$ cat config.mk
export PLATFORM = sky130hd
export DESIGN_NAME = cell_phy_link
export DESIGN_NICKNAME = d
export VERILOG_FILES = /design/src/rtl/cell_phy_pkg.sv /design/src/rtl/phy_tx_path.sv /design/src/rtl/phy_rx_path.sv /design/src/rtl/cell_phy_link.sv
export SDC_FILE = /design/constraint.sdc
export NUM_CORES = 1
export LEC_CHECK = 0
export BUFFER_PORTS_ARGS = -buffer_cell sky130_fd_sc_hd__buf_2
export CORE_MARGIN = 4
export CORE_UTILIZATION = 30
export CTS_CLUSTER_SIZE = 10
export DETAILED_ROUTE_END_ITERATION = 10
export GPL_TIMING_DRIVEN = 0
export REMOVE_ABC_BUFFERS = 1
export SETUP_SLACK_MARGIN = 0.1
export SLEW_MARGIN = 20
export SYNTH_ARGS = -nofsm -noshare
export SYNTH_HDL_FRONTEND = slang
export SYNTH_SLANG_ARGS = --single-unit
$ cat constraint.sdc
create_clock -name clk -period 1.5 [get_ports clk]
set_input_delay 0.225 -clock clk [delete_from_list [all_inputs] [get_ports clk]]
set_output_delay 0.225 -clock clk [all_outputs]
set_load 0.02 [all_outputs]
$ cat src/rtl/cell_phy_pkg.sv
// Shared types for the cell-stream physical-layer link.
// Assumes: nothing beyond IEEE 1800-2017 packages.
package cell_phy_pkg;

    // Receive framing mode: searching for a start-of-cell byte, or counting a cell.
    typedef enum logic {
        RX_HUNT   = 1'b0,
        RX_LOCKED = 1'b1
    } rx_mode_e;

endpackage

$ cat src/rtl/phy_tx_path.sv
// Transmit path: registers engine bytes toward the framer, flags byte 0 of
// every cell, and holds off while the framer reports full.
// Assumes: phy_full is synchronous to clk and gives >= 2 cycles of warning.
module phy_tx_path #(
    parameter int DATA_W   = 8,
    parameter int CELL_LEN = 53
) (
    input  logic              clk,
    input  logic              rst_n,
    input  logic [DATA_W-1:0] in_data,
    input  logic              in_valid,
    output logic              in_ready,
    input  logic              phy_full,
    output logic [DATA_W-1:0] out_data,
    output logic              out_soc,
    output logic              out_en
);
    localparam int IDX_W = (CELL_LEN > 1) ? $clog2(CELL_LEN) : 1;
    localparam logic [IDX_W-1:0] LAST_IDX = IDX_W'(CELL_LEN - 1);

    logic             full_q;
    logic [IDX_W-1:0] idx;
    logic             take;

    assign in_ready = ~full_q;
    assign take     = in_valid & in_ready;

    // Sample the framer full flag; held asserted through reset.
    always_ff @(posedge clk) begin
        if (!rst_n) full_q <= 1'b1;
        else        full_q <= phy_full;
    end

    // Byte position inside the current cell; frozen while nothing is taken.
    always_ff @(posedge clk) begin
        if (!rst_n)    idx <= '0;
        else if (take) idx <= (idx == LAST_IDX) ? '0 : idx + 1'b1;
    end

    // Output register toward the framer.
    always_ff @(posedge clk) begin
        if (!rst_n) begin
            out_en   <= 1'b0;
            out_soc  <= 1'b0;
            out_data <= '0;
        end else begin
            out_en  <= take;
            out_soc <= take && (idx == '0);
            if (take) out_data <= in_data;
        end
    end

    p_hold_off_r3: assert property (@(posedge clk) disable iff (!rst_n)
        phy_full |-> ##2 !out_en);
    p_soc_needs_en_r1: assert property (@(posedge clk) disable iff (!rst_n)
        out_soc |-> out_en);
    p_soc_on_zero_r1: assert property (@(posedge clk) disable iff (!rst_n)
        (take && idx == '0) |=> out_soc);
    p_resume_index_r4: assert property (@(posedge clk) disable iff (!rst_n)
        !take |=> $stable(idx));
endmodule

$ cat src/rtl/phy_rx_path.sv
// Receive path: takes framer bytes while empty is low, hunts for start of
// cell, numbers cell bytes and pulses an error on framing faults.
// Assumes: framer inputs are synchronous to clk.
module phy_rx_path
    import cell_phy_pkg::*;
#(
    parameter int DATA_W   = 8,
    parameter int CELL_LEN = 53
) (
    input  logic              clk,
    input  logic              rst_n,
    input  logic [DATA_W-1:0] phy_data,
    input  logic              phy_soc,
    input  logic              phy_empty,
    output logic [DATA_W-1:0] out_data,
    output logic              out_valid,
    output logic              out_first,
    output logic              out_last,
    output logic              out_err
);
    localparam int IDX_W = (CELL_LEN > 1) ? $clog2(CELL_LEN) : 1;
    localparam logic [IDX_W-1:0] LAST_IDX = IDX_W'(CELL_LEN - 1);

    rx_mode_e         mode, mode_n;
    logic [IDX_W-1:0] idx, idx_n, cur;
    logic             take, acc, first, err;

    assign take = ~phy_empty;

    // Framing decision for the byte on the inputs this cycle.
    always_comb begin
        mode_n = mode;
        idx_n  = idx;
        acc    = 1'b0;
        first  = 1'b0;
        err    = 1'b0;
        cur    = idx;
        if (take) begin
            if (phy_soc) begin
                acc    = 1'b1;
                first  = 1'b1;
                cur    = '0;
                err    = (mode == RX_LOCKED) && (idx != '0);
                mode_n = RX_LOCKED;
                idx_n  = (LAST_IDX == '0) ? '0 : IDX_W'(1);
            end else if (mode == RX_LOCKED) begin
                if (idx == '0) begin
                    err    = 1'b1;
                    mode_n = RX_HUNT;
                end else begin
                    acc   = 1'b1;
                    idx_n = (idx == LAST_IDX) ? '0 : idx + 1'b1;
                end
            end
        end
    end

    // Framing state update.
    always_ff @(posedge clk) begin
        if (!rst_n) begin
            mode <= RX_HUNT;
            idx  <= '0;
        end else begin
            mode <= mode_n;
            idx  <= idx_n;
        end
    end

    // Output register toward the cell engine.
    always_ff @(posedge clk) begin
        if (!rst_n) begin
            out_valid <= 1'b0;
            out_first <= 1'b0;
            out_last  <= 1'b0;
            out_err   <= 1'b0;
            out_data  <= '0;
        end else begin
            out_valid <= acc;
            out_first <= first;
            out_last  <= acc && (cur == LAST_IDX);
            out_err   <= err;
            if (acc) out_data <= phy_data;
        end
    end

    p_empty_gate_r5: assert property (@(posedge clk) disable iff (!rst_n)
        phy_empty |=> (!out_valid && !out_err));
    p_hunt_drop_r6: assert property (@(posedge clk) disable iff (!rst_n)
        (mode == RX_HUNT && take && !phy_soc) |=> !out_valid);
    p_first_valid_r6: assert property (@(posedge clk) disable iff (!rst_n)
        out_first |-> out_valid);
    p_last_wraps_r7: assert property (@(posedge clk) disable iff (!rst_n)
        out_last |-> (out_valid && idx == '0 && mode == RX_LOCKED));
    p_missing_soc_r9: assert property (@(posedge clk) disable iff (!rst_n)
        (mode == RX_LOCKED && take && !phy_soc && idx == '0) |=>
        (out_err && !out_valid && mode == RX_HUNT));
endmodule

$ cat src/rtl/cell_phy_link.sv
// Top of the cell-stream physical-layer link: transmit path, receive path
// and interrupt pass-through.
// Assumes: all framer signals share clk with the system bus.
module cell_phy_link #(
    parameter int DATA_W   = 8,
    parameter int CELL_LEN = 53
) (
    input  logic              clk,
    input  logic              rst_n,
    input  logic [DATA_W-1:0] tx_in_data,
    input  logic              tx_in_valid,
    output logic              tx_in_ready,
    input  logic              phy_full,
    output logic [DATA_W-1:0] tx_data,
    output logic              tx_soc,
    output logic              tx_en,
    input  logic [DATA_W-1:0] phy_rx_data,
    input  logic              phy_rx_soc,
    input  logic              phy_rx_empty,
    output logic [DATA_W-1:0] rx_data,
    output logic              rx_valid,
    output logic              rx_first,
    output logic              rx_last,
    output logic              rx_err,
    input  logic              phy_irq,
    output logic              host_irq
);
    // Framer interrupt reaches the host without a register.
    assign host_irq = phy_irq;

    phy_tx_path #(.DATA_W(DATA_W), .CELL_LEN(CELL_LEN)) tx_i (
        .clk      (clk),
        .rst_n    (rst_n),
        .in_data  (tx_in_data),
        .in_valid (tx_in_valid),
        .in_ready (tx_in_ready),
        .phy_full (phy_full),
        .out_data (tx_data),
        .out_soc  (tx_soc),
        .out_en   (tx_en)
    );

    phy_rx_path #(.DATA_W(DATA_W), .CELL_LEN(CELL_LEN)) rx_i (
        .clk       (clk),
        .rst_n     (rst_n),
        .phy_data  (phy_rx_data),
        .phy_soc   (phy_rx_soc),
        .phy_empty (phy_rx_empty),
        .out_data  (rx_data),
        .out_valid (rx_valid),
        .out_first (rx_first),
        .out_last  (rx_last),
        .out_err   (rx_err)
    );
endmodule

Word level (Yosys, flattened, before mapping) --
Cells that the tools add are included.
Word-level totals: bits of input ports 23, logic and storage cells 46, register bits after elaboration 36
Operators by class: add/subtract/negate cells 2, equal/unequal tests 4, bitwise operators 4, reductions and logical operators 9, multiplexer cells 15
Operators with widths (count):
- 6-bit 2-to-1 mux | 7
- 6-bit == test (second input constant) | 3
- 6-bit by 1-bit adder with 6-bit output (second input constant) | 2
- 6-bit zero test | 2
- 1-bit 2-to-1 mux | 8
- 6-bit nonzero test | 1
- 1-bit logical AND | 3
- 1-bit NOT | 3
- 3-bit AND reduction | 1
- 2-bit inequality test (second input constant) | 1
- 2-bit nonzero test | 1
- 2-bit OR reduction | 1
- 1-bit AND | 1

Longest topological paths before layout --
depth in word-level cells 6, gate-level depth with buffers 7, gate-level depth less buffers 6

By module --
A second synthesis with hierarchy kept.
Unflattened totals: cells, all modules 172, area, all modules 1616.6 um^2
By module, submodules not included:
- phy_rx_path | sequential area each 380.4 um^2, times used 1, cells each 89, area each 877.1 um^2
- phy_tx_path | sequential area each 340.3 um^2, times used 1, cells each 82, area each 732.0 um^2
- cell_phy_link | sequential area each 0.0 um^2, times used 1, cells each 1, area each 7.5 um^2

Least setup slack after synthesis --
OpenSTA, ideal clock, no wires.
path kind register to register, start register rx_i.idx[0], end register rx_i.out_data[0], setup slack -137 ps, required time 1372 ps, arrival time 1509 ps, stages on the path, launching flop included 8, buffers on the path 1, cell sequence dfxtp_1 inv_1 ha_1 nor2b_2 a311oi_2 buf_6 mux2i_1 nor2_1
On the way: longest elaborated chain between the ends 5
Ends and longest elaborated chain:
- from (decl) | RTL line phy_rx_path.sv:25 | logic [IDX_W-1:0] idx, idx_n, cur;
- from (signal assigned) | RTL line phy_rx_path.sv:65 | idx <= idx_n;
- 6-bit zero test | RTL line phy_rx_path.sv:47 | if (idx == '0) begin
- 1-bit 2-to-1 mux | RTL line phy_rx_path.sv:47
- 1-bit 2-to-1 mux | RTL line phy_rx_path.sv:46 | end else if (mode == RX_LOCKED) begin
- 1-bit 2-to-1 mux | RTL line phy_rx_path.sv:39 | if (phy_soc) begin
- 1-bit 2-to-1 mux | RTL line phy_rx_path.sv:38 | if (take) begin
- to (signal assigned) | RTL line phy_rx_path.sv:82 | if (acc) out_data <= phy_data;
- to (decl) | RTL line phy_rx_path.sv:15 | output logic [DATA_W-1:0] out_data,
Every way passes these cells. A chain may end at the register's enable or synchronous reset.

Final worst setup path --
start register rx_i.idx[1], end register rx_i.idx[3]
On the way: longest elaborated chain between the ends 5
Ends and longest elaborated chain:
- 6-bit by 1-bit adder with 6-bit output / 6-bit == test (equally long branches) | RTL line phy_rx_path.sv:52 | idx_n = (idx == LAST_IDX) ? '0 : idx + 1'b1;
- 6-bit 2-to-1 mux | RTL line phy_rx_path.sv:52
- 6-bit 2-to-1 mux | RTL line phy_rx_path.sv:47
- 6-bit 2-to-1 mux | RTL line phy_rx_path.sv:46
- 6-bit 2-to-1 mux | RTL line phy_rx_path.sv:39
Parallel ways exist; a longest one is shown, timed or not. The select of a mux whose other input is x is not followed.

==> metrics.txt <==
crit path DAT=1.70 ns; minimum clock period=1.57 ns; Routability Congestion=0.807; slowest cell delay on critical path=0.39 ns; CTS buffer count=5; WP data required=1.63 ns; Post-synth EDFFs=0; Placed Area=1800 um^2; CTS tree=done; commonest register cell after synthesis=dfxtp_1; failing checks=negative setup slack; Peak VDD IR=0.371 mV; Via density=4.55; final clock skew=0.00687 ns; P&R area growth vs syn=35.8%; P_leak=0.883 nW; Syn Inst Count=169; Final nets=253; WL/cell=11.9 um; Netlist cell types=40; clk slew on worst S/H paths=0.08 ns; drt pass-1 iters=4; synthesis-stage register bit count=36; Async SR Flop Fraction=0%; end-of-flow core utilization=43.0%; final global-route overflow total=0; ratio of cells with drive above 1 in the final layout=40.5%; Final Cell Area=2080 um^2; hold crit path type=primary input to flip-flop; Crit Path Class=flip-flop to flip-flop; die area=6330 um^2; startpoint types=flip-flop; maxcap violations=0; PwrDens=923 nW/um^2; initial antenna violation count=0; diode count=0; Slew @ Worst Pin=1.01 ns; CP Max Fanout=5; largest net degree at the start of global routing=30; I/O pin cnt=47; Cell Area, Synth=1540 um^2; Critical-path top delay cell=a311o_2; Post-Route WL=3500 um; synth top area cells=dfxtp_1 47%, nand2_1 6.8%, mux2i_1 5.9%; deepest level of the CTS H-tree=2; register area share after synthesis=46.9%; Die Wd=79.5 um; 1st-iter DRT viols=43; Yosys top cell by area=dfxtp_1; Final period util=105%; CP Cell Sequence=inv_2 -> ha_4 -> nor2b_4 -> buf_4 -> a311o_2 -> o21ai_1 -> a21oi_1; Setup-failing EPs final=14; DR vias=1338; Max Slew Vio Count=0; Final ANT Viol Nets=0; Ys Warns=0; first-pass GRT wire length=5710 um; PnR worst setup slack=-0.0681 ns; PortBufs=44; Longest Clk Path Bufs=2; Worst slew margin=32.7%; core area=4850 um^2; Root Buffer=clkbuf_8; FMAX=638 MHz; vias in the first global route=1283; CTS Sinks=36; Yosys top cell area share=46.9%; R2R Setup Slk=-0.07 ns; worst-skew pair later-pin latency=0.28 ns; # DRC=0; RSZ-0062 raised after global routing=yes; total track usage=11.5%; crit end category=flip-flop; Mapped Avg Cell Area=9.08 um^2; Final Hold Fails=0; row count=25; status=finished with violations; Initial Utilization=31.7%; Die Y=79.5 um; DP Wirelength=2250 um
[sequential cells by signal (all words and copies together), names as in the netlist]
register / count
tx_i.out_en: 1
rx_i.out_err: 1
rx_i.out_data: 8
tx_i.out_data: 8
rx_i.idx: 6
rx_i.out_last: 1
rx_i.mode: 1
rx_i.out_first: 1
tx_i.idx: 6
tx_i.out_soc: 1
rx_i.out_valid: 1
tx_i.full_q: 1
[report_power, final]
part           internal, mW  switching, mW
Sequential            0.983         0.0128
Clock                 0.323          0.354
Combinational         0.115          0.135
Total                  1.42          0.502
[cells by family (layout without fill, tap and decap cells)]
kind of cell             count (synthesis)  count (layout)  share of synthesized area, %
AO/OA/AOI/OAI                           28              28                          13.0
adder cells (fa/ha/maj)                  4               4                          3.26
buffers and inverters                   15              73                          4.48
XOR/XNOR                                 5               5                          2.85
AND/OR/NAND/NOR                         72              72                          23.6
multiplexers                             9               9                          5.87
flip-flops                              36              36                          46.9
[critical path, delay by kind of cell (launching register included)]
family	cells	cell delay [ns]
adders and majority gates	1	0.15
and+or+nand+nor	1	0.13
DFF	1	0.34
buffers and inverters	2	0.18
AOI/OAI and AO/OA	3	0.60
[cell usage after synthesis (2+ instances only)]
cell type  instances
dfxtp_1           36
nand2_1           28
nor2_1            17
a21oi_1           16
mux2i_1            9
inv_1              8
nand3_1            5
clkbuf_1           4
ha_1               4
nand2b_1           3
xor2_1             3
a31oi_1            2
nand3b_1           2
nand4b_1           2
nor4_1             2
o21ai_0            2
or3_1              2
xnor2_1            2
[path summary, 6_finish.rpt]
path	startpoint	to	depth (start not counted)
worst max-delay path	rx_i.idx[1]$_SDFFE_PN0P_	rx_i.idx[3]$_SDFFE_PN0P_	7
worst min-delay path	phy_full	tx_i.full_q$_SDFF_PN1_	2
worst max register to register	rx_i.idx[1]$_SDFFE_PN0P_	rx_i.idx[3]$_SDFFE_PN0P_	7
worst min register to register	tx_i.out_data[3]$_SDFFE_PN0P_	tx_i.out_data[3]$_SDFFE_PN0P_	2
[area by class of cell]
| cell class | instances | area, um^2 |
|---|---|---|
| fillers | 490 | 2760 |
| multi-input cells | 118 | 801 |
| flip-flops and latches | 36 | 732 |
| repair buffers | 57 | 350 |
| well taps | 67 | 83.8 |
| clock buffers | 5 | 68.8 |
| inverters | 8 | 30.0 |
| clock inverters | 3 | 18.8 |
[through the flow]
stage / setup TNS, ns / hold slack, ns / cells / setup WS, ns / power [mW]
2_1_floorplan: -4.98 / 0.298 / 162 / -0.514 / 1.14
4_1_cts: -0.342 / 0.124 / 292 / -0.0472 / 1.96
6_report: -0.575 / 0.137 / 294 / -0.0681 / 1.92
3_5_place_dp: -9.05 / 0.421 / 273 / -0.856 / 1.22
3_3_place_gp: -9.18 / 0.417 / 273 / -0.864 / 1.21
5_1_grt: -1.70 / 0.124 / 294 / -0.168 / 2.03
[layout by cell type (no fill, tap or decap), types with 2 or more instances in the layout]
cell / instances
buf_2: 44
dfxtp_1: 29
nand2_1: 28
nor2_1: 17
a21oi_1: 15
buf_4: 11
mux2i_1: 9
dfxtp_2: 6
nand3_1: 5
clkbuf_8: 5
inv_2: 4
inv_1: 4
nand2b_1: 3
xor2_1: 3
a21oi_4: 2
a31oi_1: 2
nand4b_1: 2
o21ai_1: 2
or3_1: 2
nand3b_1: 2
nor4_1: 2
xnor2_1: 2
ha_1: 2
clkinv_2: 2
[routing by layer]
metal  up-vias  part of all wire, %  GRT usage [%]
met2        33                   46           18.9
met5         -                    0              0
met4         0                  3.0           5.67
met3        10                  5.8           3.61
met1       607                   45           13.4
li1        688                    -              -
[repair_timing]
| item | in CTS | in global routing |
|---|---|---|
| resized for setup | 24 | 1 |
| hold buffers | 0 | 0 |
| pin swaps | 12 | 3 |
| gates cloned | 1 | 0 |
| buffers inserted | 10 | 2 |
| setup endpoints to repair | 23 | 16 |
Note: power is estimated with default switching activity, not from simulation.
